File: src/rtl/tape_card_pkg.sv
package tape_card_pkg;
   typedef struct packed {
      logic in_window;
      logic io_page;
      logic code_page;
      logic fold_zone;
   } tc_sel_t;
endpackage

File: src/rtl/tape_card_sync.sv
module tape_card_sync #(
   parameter int STAGES = 2
) (
   input  logic clk,
   input  logic rst_n,
   input  logic d_async,
   output logic d_sync
);
   generate
      if (STAGES == 0) begin : g_bypass
         assign d_sync = d_async;
      end else if (STAGES == 1) begin : g_one
         logic q;
         always_ff @(posedge clk or negedge rst_n) begin
            if (!rst_n) q <= 1'b0;
            else        q <= d_async;
         end
         assign d_sync = q;
      end else begin : g_chain
         logic [STAGES-1:0] q;
         always_ff @(posedge clk or negedge rst_n) begin
            if (!rst_n) q <= '0;
            else        q <= {q[STAGES-2:0], d_async};
         end
         assign d_sync = q[STAGES-1];
      end
   endgenerate
endmodule

File: src/rtl/tape_card_decode.sv
module tape_card_decode
   import tape_card_pkg::*;
#(
   parameter int          ADDR_W    = 16,
   parameter int          ROM_AW    = 8,
   parameter logic [3:0]  CARD_ID   = 4'hC,
   parameter int          IO_PAGE   = 0,
   parameter int          CODE_PAGE = 1,
   parameter bit          FOLD_EN   = 1'b1
) (
   input  logic [ADDR_W-1:0] addr,
   input  logic              tape_lvl,
   output tc_sel_t           sel,
   output logic [ROM_AW-1:0] rom_addr
);
   localparam int PAGE_W = ADDR_W - 4 - ROM_AW;
   localparam logic [PAGE_W-1:0] IO_PG   = PAGE_W'(IO_PAGE);
   localparam logic [PAGE_W-1:0] CODE_PG = PAGE_W'(CODE_PAGE);

   logic [3:0]        nib;
   logic [PAGE_W-1:0] page;
   logic [ROM_AW-1:0] low;

   assign nib  = addr[ADDR_W-1 -: 4];
   assign page = addr[ROM_AW +: PAGE_W];
   assign low  = addr[ROM_AW-1:0];

   always_comb begin
      sel.in_window = (nib == CARD_ID);
      sel.io_page   = sel.in_window && (page == IO_PG);
      sel.code_page = sel.in_window && (page == CODE_PG);
      sel.fold_zone = sel.io_page && low[ROM_AW-1];
   end

   generate
      if (FOLD_EN) begin : g_fold
         always_comb begin
            rom_addr = low;
            if (sel.fold_zone && tape_lvl) rom_addr[0] = 1'b0;
         end
      end else begin : g_nofold
         logic unused_lvl;
         assign unused_lvl = tape_lvl;
         assign rom_addr   = low;
      end
   endgenerate
endmodule

File: src/rtl/tape_card_rom.sv
module tape_card_rom #(
   parameter int AW = 8,
   parameter int DW = 8
) (
   input  logic          clk,
   input  logic          rd_en,
   input  logic [AW-1:0] rd_addr,
   output logic [DW-1:0] rd_data,
   input  logic          ld_en,
   input  logic [AW-1:0] ld_addr,
   input  logic [DW-1:0] ld_data
);
   localparam int DEPTH = 1 << AW;
   logic [DW-1:0] mem [DEPTH];

   always_ff @(posedge clk) begin
      if (ld_en) mem[ld_addr] <= ld_data;
      if (rd_en) rd_data <= mem[rd_addr];
   end
endmodule

File: src/rtl/tape_card_toggle.sv
module tape_card_toggle (
   input  logic clk,
   input  logic rst_n,
   input  logic strobe,
   output logic q
);
   always_ff @(posedge clk or negedge rst_n) begin
      if (!rst_n)      q <= 1'b0;
      else if (strobe) q <= ~q;
   end
endmodule

File: src/rtl/tape_card_if.sv
module tape_card_if
   import tape_card_pkg::*;
#(
   parameter int         ADDR_W      = 16,
   parameter int         DATA_W      = 8,
   parameter int         ROM_AW      = 8,
   parameter logic [3:0] CARD_ID     = 4'hC,
   parameter int         IO_PAGE     = 0,
   parameter int         CODE_PAGE   = 1,
   parameter int         SYNC_STAGES = 2,
   parameter bit         FOLD_EN     = 1'b1
) (
   input  logic              clk,
   input  logic              rst_n,
   input  logic              bus_req,
   input  logic              bus_we,
   input  logic [ADDR_W-1:0] bus_addr,
   output logic [DATA_W-1:0] bus_rdata,
   output logic              bus_drive,
   input  logic              tape_in,
   output logic              tape_out,
   input  logic              rom_ld_en,
   input  logic [ROM_AW-1:0] rom_ld_addr,
   input  logic [DATA_W-1:0] rom_ld_data
);
   localparam int PAGE_W = ADDR_W - 4 - ROM_AW;

   generate
      if (PAGE_W < 1) begin : g_bad_w
         $error("address too narrow for card window and ROM page");
      end
      if (IO_PAGE == CODE_PAGE) begin : g_bad_pg
         $error("I/O page and code page must differ");
      end
      if (IO_PAGE >= (1 << PAGE_W) || CODE_PAGE >= (1 << PAGE_W)) begin : g_bad_rng
         $error("page index outside card window");
      end
      if (SYNC_STAGES < 0 || SYNC_STAGES > 4) begin : g_bad_sync
         $error("synchroniser depth out of range");
      end
   endgenerate

   logic              tape_lvl;
   tc_sel_t           sel;
   logic [ROM_AW-1:0] rom_addr;
   logic              req_q;
   logic              first_cyc;
   logic              rd_hit;

   tape_card_sync #(.STAGES(SYNC_STAGES)) u_sync (
      .clk(clk), .rst_n(rst_n), .d_async(tape_in), .d_sync(tape_lvl)
   );

   tape_card_decode #(
      .ADDR_W(ADDR_W), .ROM_AW(ROM_AW), .CARD_ID(CARD_ID),
      .IO_PAGE(IO_PAGE), .CODE_PAGE(CODE_PAGE), .FOLD_EN(FOLD_EN)
   ) u_dec (
      .addr(bus_addr), .tape_lvl(tape_lvl), .sel(sel), .rom_addr(rom_addr)
   );

   always_ff @(posedge clk or negedge rst_n) begin
      if (!rst_n) req_q <= 1'b0;
      else        req_q <= bus_req;
   end

   assign first_cyc = bus_req && !req_q;
   assign rd_hit    = bus_req && !bus_we && (sel.io_page || sel.code_page);

   tape_card_rom #(.AW(ROM_AW), .DW(DATA_W)) u_rom (
      .clk(clk), .rd_en(rd_hit), .rd_addr(rom_addr), .rd_data(bus_rdata),
      .ld_en(rom_ld_en), .ld_addr(rom_ld_addr), .ld_data(rom_ld_data)
   );

   always_ff @(posedge clk or negedge rst_n) begin
      if (!rst_n) bus_drive <= 1'b0;
      else        bus_drive <= rd_hit;
   end

   tape_card_toggle u_tog (
      .clk(clk), .rst_n(rst_n), .strobe(first_cyc && sel.io_page), .q(tape_out)
   );
endmodule

File: config.mk
export PLATFORM = sky130hd
export DESIGN_NAME = tape_card_if
export DESIGN_NICKNAME = d
export VERILOG_FILES = /design/src/rtl/tape_card_pkg.sv /design/src/rtl/tape_card_sync.sv /design/src/rtl/tape_card_decode.sv /design/src/rtl/tape_card_rom.sv /design/src/rtl/tape_card_toggle.sv /design/src/rtl/tape_card_if.sv
export SDC_FILE = /design/constraint.sdc
export NUM_CORES = 2
export LEC_CHECK = 0
export BUFFER_PORTS_ARGS = -buffer_cell sky130_fd_sc_hd__buf_2
export CORE_AREA = 2 2 437 439
export CTS_BUF_LIST = sky130_fd_sc_hd__clkbuf_4
export CTS_CLUSTER_DIAMETER = 100
export DETAILED_ROUTE_END_ITERATION = 10
export DIE_AREA = 0 0 439 441
export REMOVE_ABC_BUFFERS = 1
export SLEW_MARGIN = 20
export SYNTH_ARGS = -nofsm -noshare
export SYNTH_HDL_FRONTEND = slang
export SYNTH_SLANG_ARGS = --single-unit
File: constraint.sdc
create_clock -name clk -period 3.1 [get_ports clk]
set_input_delay 0.31 -clock clk [delete_from_list [all_inputs] [get_ports clk]]
set_output_delay 0.31 -clock clk [all_outputs]
set_load 0.01 [all_outputs]
# Word-level counts from Yosys, hierarchy flattened
# Memory sizes are Yosys's and may differ from the RTL's. A register that Yosys moved wholly into a read port is not among the register bits.
# Index checks and enable logic that the tools add are counted.
word_totals:
  memories: 1
  output_inout_bits: 10
  mem_bits_ro: 0
  ramBits: 2048
  ff_bits: 5
  latchBits: 0
mem_list:
  columns: ["memory", "words", "width", "read_ports", "rd_clocked_by_memory_dff", "wr", "line", "source"]
  rows:
  - ["u_rom.mem", 256, 8, 1, 1, 1, "tape_card_rom.sv:14", "logic [DW-1:0] mem [DEPTH];"]
op_classes:
  order_cmp: 0
  muxes: 3
  n_div: 0
  bitwise: 1
  n_eq_ne: 2
  mul: 0
  shifts: 0
  n_addsub: 0
  n_reduce_logical: 12
ops:
  columns: ["cell", "count"]
  rows:
  - ["logical AND 1 bit", 8]
  - ["== test 4 x 1 -> 1 bit (second input constant)", 1]
  - ["== test 4 bit (second input constant)", 1]
  - ["zero test 4 bit", 1]
  - ["2-to-1 mux 1 bit", 3]
  - ["zero test 1 bit", 2]
  - ["logical OR 1 bit", 1]
  - ["inverter 1 bit", 1]

# Longest topological paths before layout
logic_depth:
  depth_word: 5
  ltp_mapped: 14

# Hierarchy
# Synthesis repeated with hierarchy kept, for this count alone.
unflattened:
  hier_cells: 3760
  area_unflattened_um2: 79911.6
modules_own_cells:
  columns: ["module", "instances", "cells_per_inst", "area_per_inst_um2"]
  rows:
  - ["tape_card_rom", 1, 3733, 79636.4]
  - ["tape_card_decode", 1, 17, 117.6]
  - ["tape_card_if", 1, 6, 73.8]
  - ["tape_card_sync", 1, 2, 50.0]
  - ["tape_card_toggle", 1, 2, 33.8]

# Worst setup path after synthesis
# No wires, ideal clock.
synth_path:
  kind: "input -> register"
  start: "input port bus_addr[9]"
  end: "register u_rom.rd_data[2], read port of u_rom.mem (data pin)"
  path_stages: 10
  setup_time_ns: 0.267
  setup_slack_ns: 0.077
  n_path_buf: 3
  arrival_ns: 2.756
  required_ns: 2.833
  path_cell_list: "or4_4 -> o31ai_4 -> buf_6 -> buf_12 -> buf_12 -> mux4_1 -> a221oi_1 -> nand3_1 -> a31oi_1 -> o211ai_1"
synth_between:
  elab_chain_len: 5
  word_cells_on_any_way: 9
  classes_between: "eq/ne (1); mux (1); reduce/logical (7)"
synth_lines:
  columns: ["element", "line", "source"]
  rows:
  - ["start: declaration", "tape_card_if.sv:17", "input logic [ADDR_W-1:0] bus_addr,"]
  - ["zero test 4 bit", "tape_card_decode.sv:30", "sel.io_page = sel.in_window && (page == IO_PG);"]
  - ["logical AND 1 bit", "tape_card_decode.sv:30", null]
  - ["logical AND 1 bit", "tape_card_decode.sv:32", "sel.fold_zone = sel.io_page && low[ROM_AW-1];"]
  - ["logical AND 1 bit", "tape_card_decode.sv:39", "if (sel.fold_zone && tape_lvl) rom_addr[0] = 1'b0;"]
  - ["2-to-1 mux 1 bit", "tape_card_decode.sv:39", null]
  - ["end: declaration", "tape_card_rom.sv:8", "output logic [DW-1:0] rd_data,"]
# Several ways; a longest one is shown, not always the timed one.
# A chain may end at the register's enable or synchronous reset.

# Final worst setup path
layout_path:
  start: "register u_sync.g_chain.q[1]"
  end: "register u_rom.rd_data[1], read port of u_rom.mem (data pin)"
layout_between:
  elab_chain_len: 2
layout_lines:
  columns: ["element", "line", "source"]
  rows:
  - ["start: declaration", "tape_card_sync.sv:20", "logic [STAGES-1:0] q;"]
  - ["start signal: assignment", "tape_card_sync.sv:23", "else q <= {q[STAGES-2:0], d_async};"]
  - ["logical AND 1 bit", "tape_card_decode.sv:39", null]
  - ["2-to-1 mux 1 bit", "tape_card_decode.sv:39", null]
# Every way passes these cells.

==> impl_results.md <==
- Status: finished with violations
- Violations in the final reports: setup timing
- Startpoint types: flop
- Crit path capture type: flop
- Final hold violation count: 0
- Root Driver: clkbuf_4
- Max-slew violations: 0
- Clk_skew: just under 0.09 ns
- Placed cells: 8614
- Worst Path Arrival: 4.36 ns
- DRC Markers: 0
- Area Overhead vs Synth: 22.2%
- GPL Wtd Cong: 0.908
- Total clock sinks: 2061
- Clock Latency Late Sink: around 1.4 ns
- Commonest non-fill, non-tap cell in the layout: edfxtp_1
- Number of synthesized flops with an enable pin: 2056
- Number of max-cap violations: 0
- Wire length on met1: 113000 um
- Row count: 160
- Yosys Warn Count: 0
- I/O pin count: 48
- Highest metal used: met4
- Post-Synthesis Cells: approximately 5600
- Dpl ws: -1.00 ns
- Die height: 441 um
- First-pass GRT wire length: 415000 um
- Ys async rst share: 0.00243
- Worst-path clk slew: ~0.060 ns
- Peak supply drop: 382 uV
- Core ar.: about 190000 um2
- Routed wl met2: 135000 um
- Hold Path Class: primary input to flop
- Synth Area per Inst: 15.2 um2
- Via count: ~59000
- Leak: 0.0361 uW
- Synthesized area: 84700 um2
- DR vias/cell: 6.15
- First drt pass iteration count: 6
- Routed wl met3: approximately 34000 um
- Worst slew pin tran: 1.06 ns
- Period minus WS final: 3.26 ns
- Netlist cell types: 80
- Starting DRT DRC Count: 9206
- Share of cells above drive strength 1: 0.307
- Number of global-route vias before repair: 57500
- Total global-route track usage: 0.300
- Power Total: ~60000 uW
- Setup violators final: 6
- Largest net degree at the start of global routing: 102
- Die X: approximately 440 um
- Final setup margin: -0.155 ns
- Fmax: 307 MHz
- Initial core utilization: 0.448
- Routed len/inst: 30.7 um
- # nets final: 6812
- CTS Buf Count: approximately 560
- Setup CP Type: flop to flop
- Most frequent cells in the layout: 2056 x edfxtp_1, 817 x buf_4, 814 x clkbuf_4
- CTS tree: done
- Die ar.: 194000 um2
- Worst Path Max Fanout: 6
- Yosys reg bits: 2061
- Max H-tree Level: 6
- Initial antenna violation count: 21
- Final period util: 1.05
- Sequential fraction of the synthesis area: 0.731
- Final HPWL from detailed placement: 186000 um
- Ys flop type: edfxtp_1
- Drt total wl: approximately 300000 um
- RSZ-0062 raised after global routing: true
- Non-filler cells in the finished layout: 9659
- Core Util, Final: 0.547
- GR Overflow Total: 0
- Clk buf depth: 4
- Required time worst endpoint: 4.20 ns
- Number of port buffers: 47
- Final ANT Viol Nets: 0
- P per Cell Area: around 570 nW/um2
- Max-Slew Margin vs Limit: 0.289
[repair_timing]
| action | 4_1_cts | 5_1_grt |
|---|---|---|
| resized for setup | 118 | 59 |
| endpoints found under the setup margin | 8 | 8 |
| pin swaps | 36 | 36 |
| cloned | 1 | 4 |
| hold buffers | 55 | 0 |
| buffers inserted | 28 | 26 |
| hold endpoints to repair | 4090 | 0 |
[flip-flops by register name (all words and copies together) (netlist names)]
signal / flops
req_q: 1
bus_drive: 1
u_rom.mem: 2048
u_rom.rd_data: 8
u_sync.g_chain.q: 2
u_tog.q: 1
[area by class of cell]
| cell class | instances | area (um2) |
|---|---|---|
| multi-input combinational | 3001 | 21300 |
| antenna | 16 | 40.0 |
| inverter | 77 | 299 |
| sequential | 2061 | 61900 |
| tap | 2511 | 3140 |
| clock buffer | 814 | 6110 |
| timing repair buffer | 1072 | 9990 |
| fill | 15400 | 85700 |
| clock inverter | 107 | 696 |
[layer usage]
layer,track usage,vias to the layer above
met5,0,-
met4,0.145,0
met3,0.0643,706
met2,0.459,4107
met1,0.410,29800
li1,-,24800
[cell usage after synthesis, types with 68 or more instances]
master,instances,area [um2]
edfxtp_1,2056,61700
o221ai_1,136,1190
clkbuf_1,238,893
nor2_1,463,1740
o22ai_1,94,588
a211oi_1,83,623
nand4_1,68,425
mux2i_1,394,3940
nor3_1,103,515
a21oi_1,350,1750
o21ai_0,167,836
mux2_2,84,946
nand2_1,316,1190
buf_2,89,445
mux4_2,83,1870
inv_1,76,285
a31oi_1,97,607
[power breakdown]
group	switching, uW	leakage (uW)	internal [uW]
Clock	11300	0.00407	12800
Combinational	2710	0.0135	1480
Sequential	19.8	0.0185	30700
Total	14000	0.0361	45000
[kinds of logic (layout without fill, tap and decap cells)]
group,after synthesis,count (layout),synth area share
flops,2061,2061,0.731
simple gates,1232,1232,0.0666
compound gates,1203,1203,0.0945
mux,565,565,0.0811
buf+inv,493,2070,0.0271
xor+xnor,1,1,0.000103
other cells,0,16,0
[path summary, 6_finish.rpt]
kind,start,endpoint,slack (ns),cells past startpoint
setup reg to reg,u_sync.g_chain.q[1],u_rom.rd_data[1],-0.16,12
max in group asynchronous,rst_n,u_sync.g_chain.q[1],2.46,4
setup / recovery,u_sync.g_chain.q[1],u_rom.rd_data[1],-0.16,12
min in group asynchronous,rst_n,u_tog.q,0.42,4
hold / removal,rom_ld_data[0],u_rom.mem[150][0],0.08,2
hold reg to reg,u_sync.g_chain.q[0],u_sync.g_chain.q[1],0.37,0
[worst max-delay path, stage by stage (launching register included)]
cell	delay, ns
dfrtp_2	0.45
and2_4	0.19
a31oi_4	0.22
buf_4	0.20
buf_12	0.14
nand2_4	0.11
buf_12	0.19
buf_4	0.16
o21ai_2	0.16
o22ai_1	0.09
or4_4	0.55
nand4_1	0.37
nand4_1	0.15
[metrics by stage]
stage | hold WS [ns] | cell area, um2 | TNS, ns
final | 0.0804 | 103000 | -0.676
after global routing | 0.00167 | 103000 | -1.19
after CTS | 0.00169 | 103000 | -0.748
after detailed placement | 0.132 | 94600 | -6.25
after global placement | 0.128 | 94500 | -6.86
after floorplan | 0.0144 | 82700 | -89.61
No activity file was read; power rests on OpenSTA's default activity.
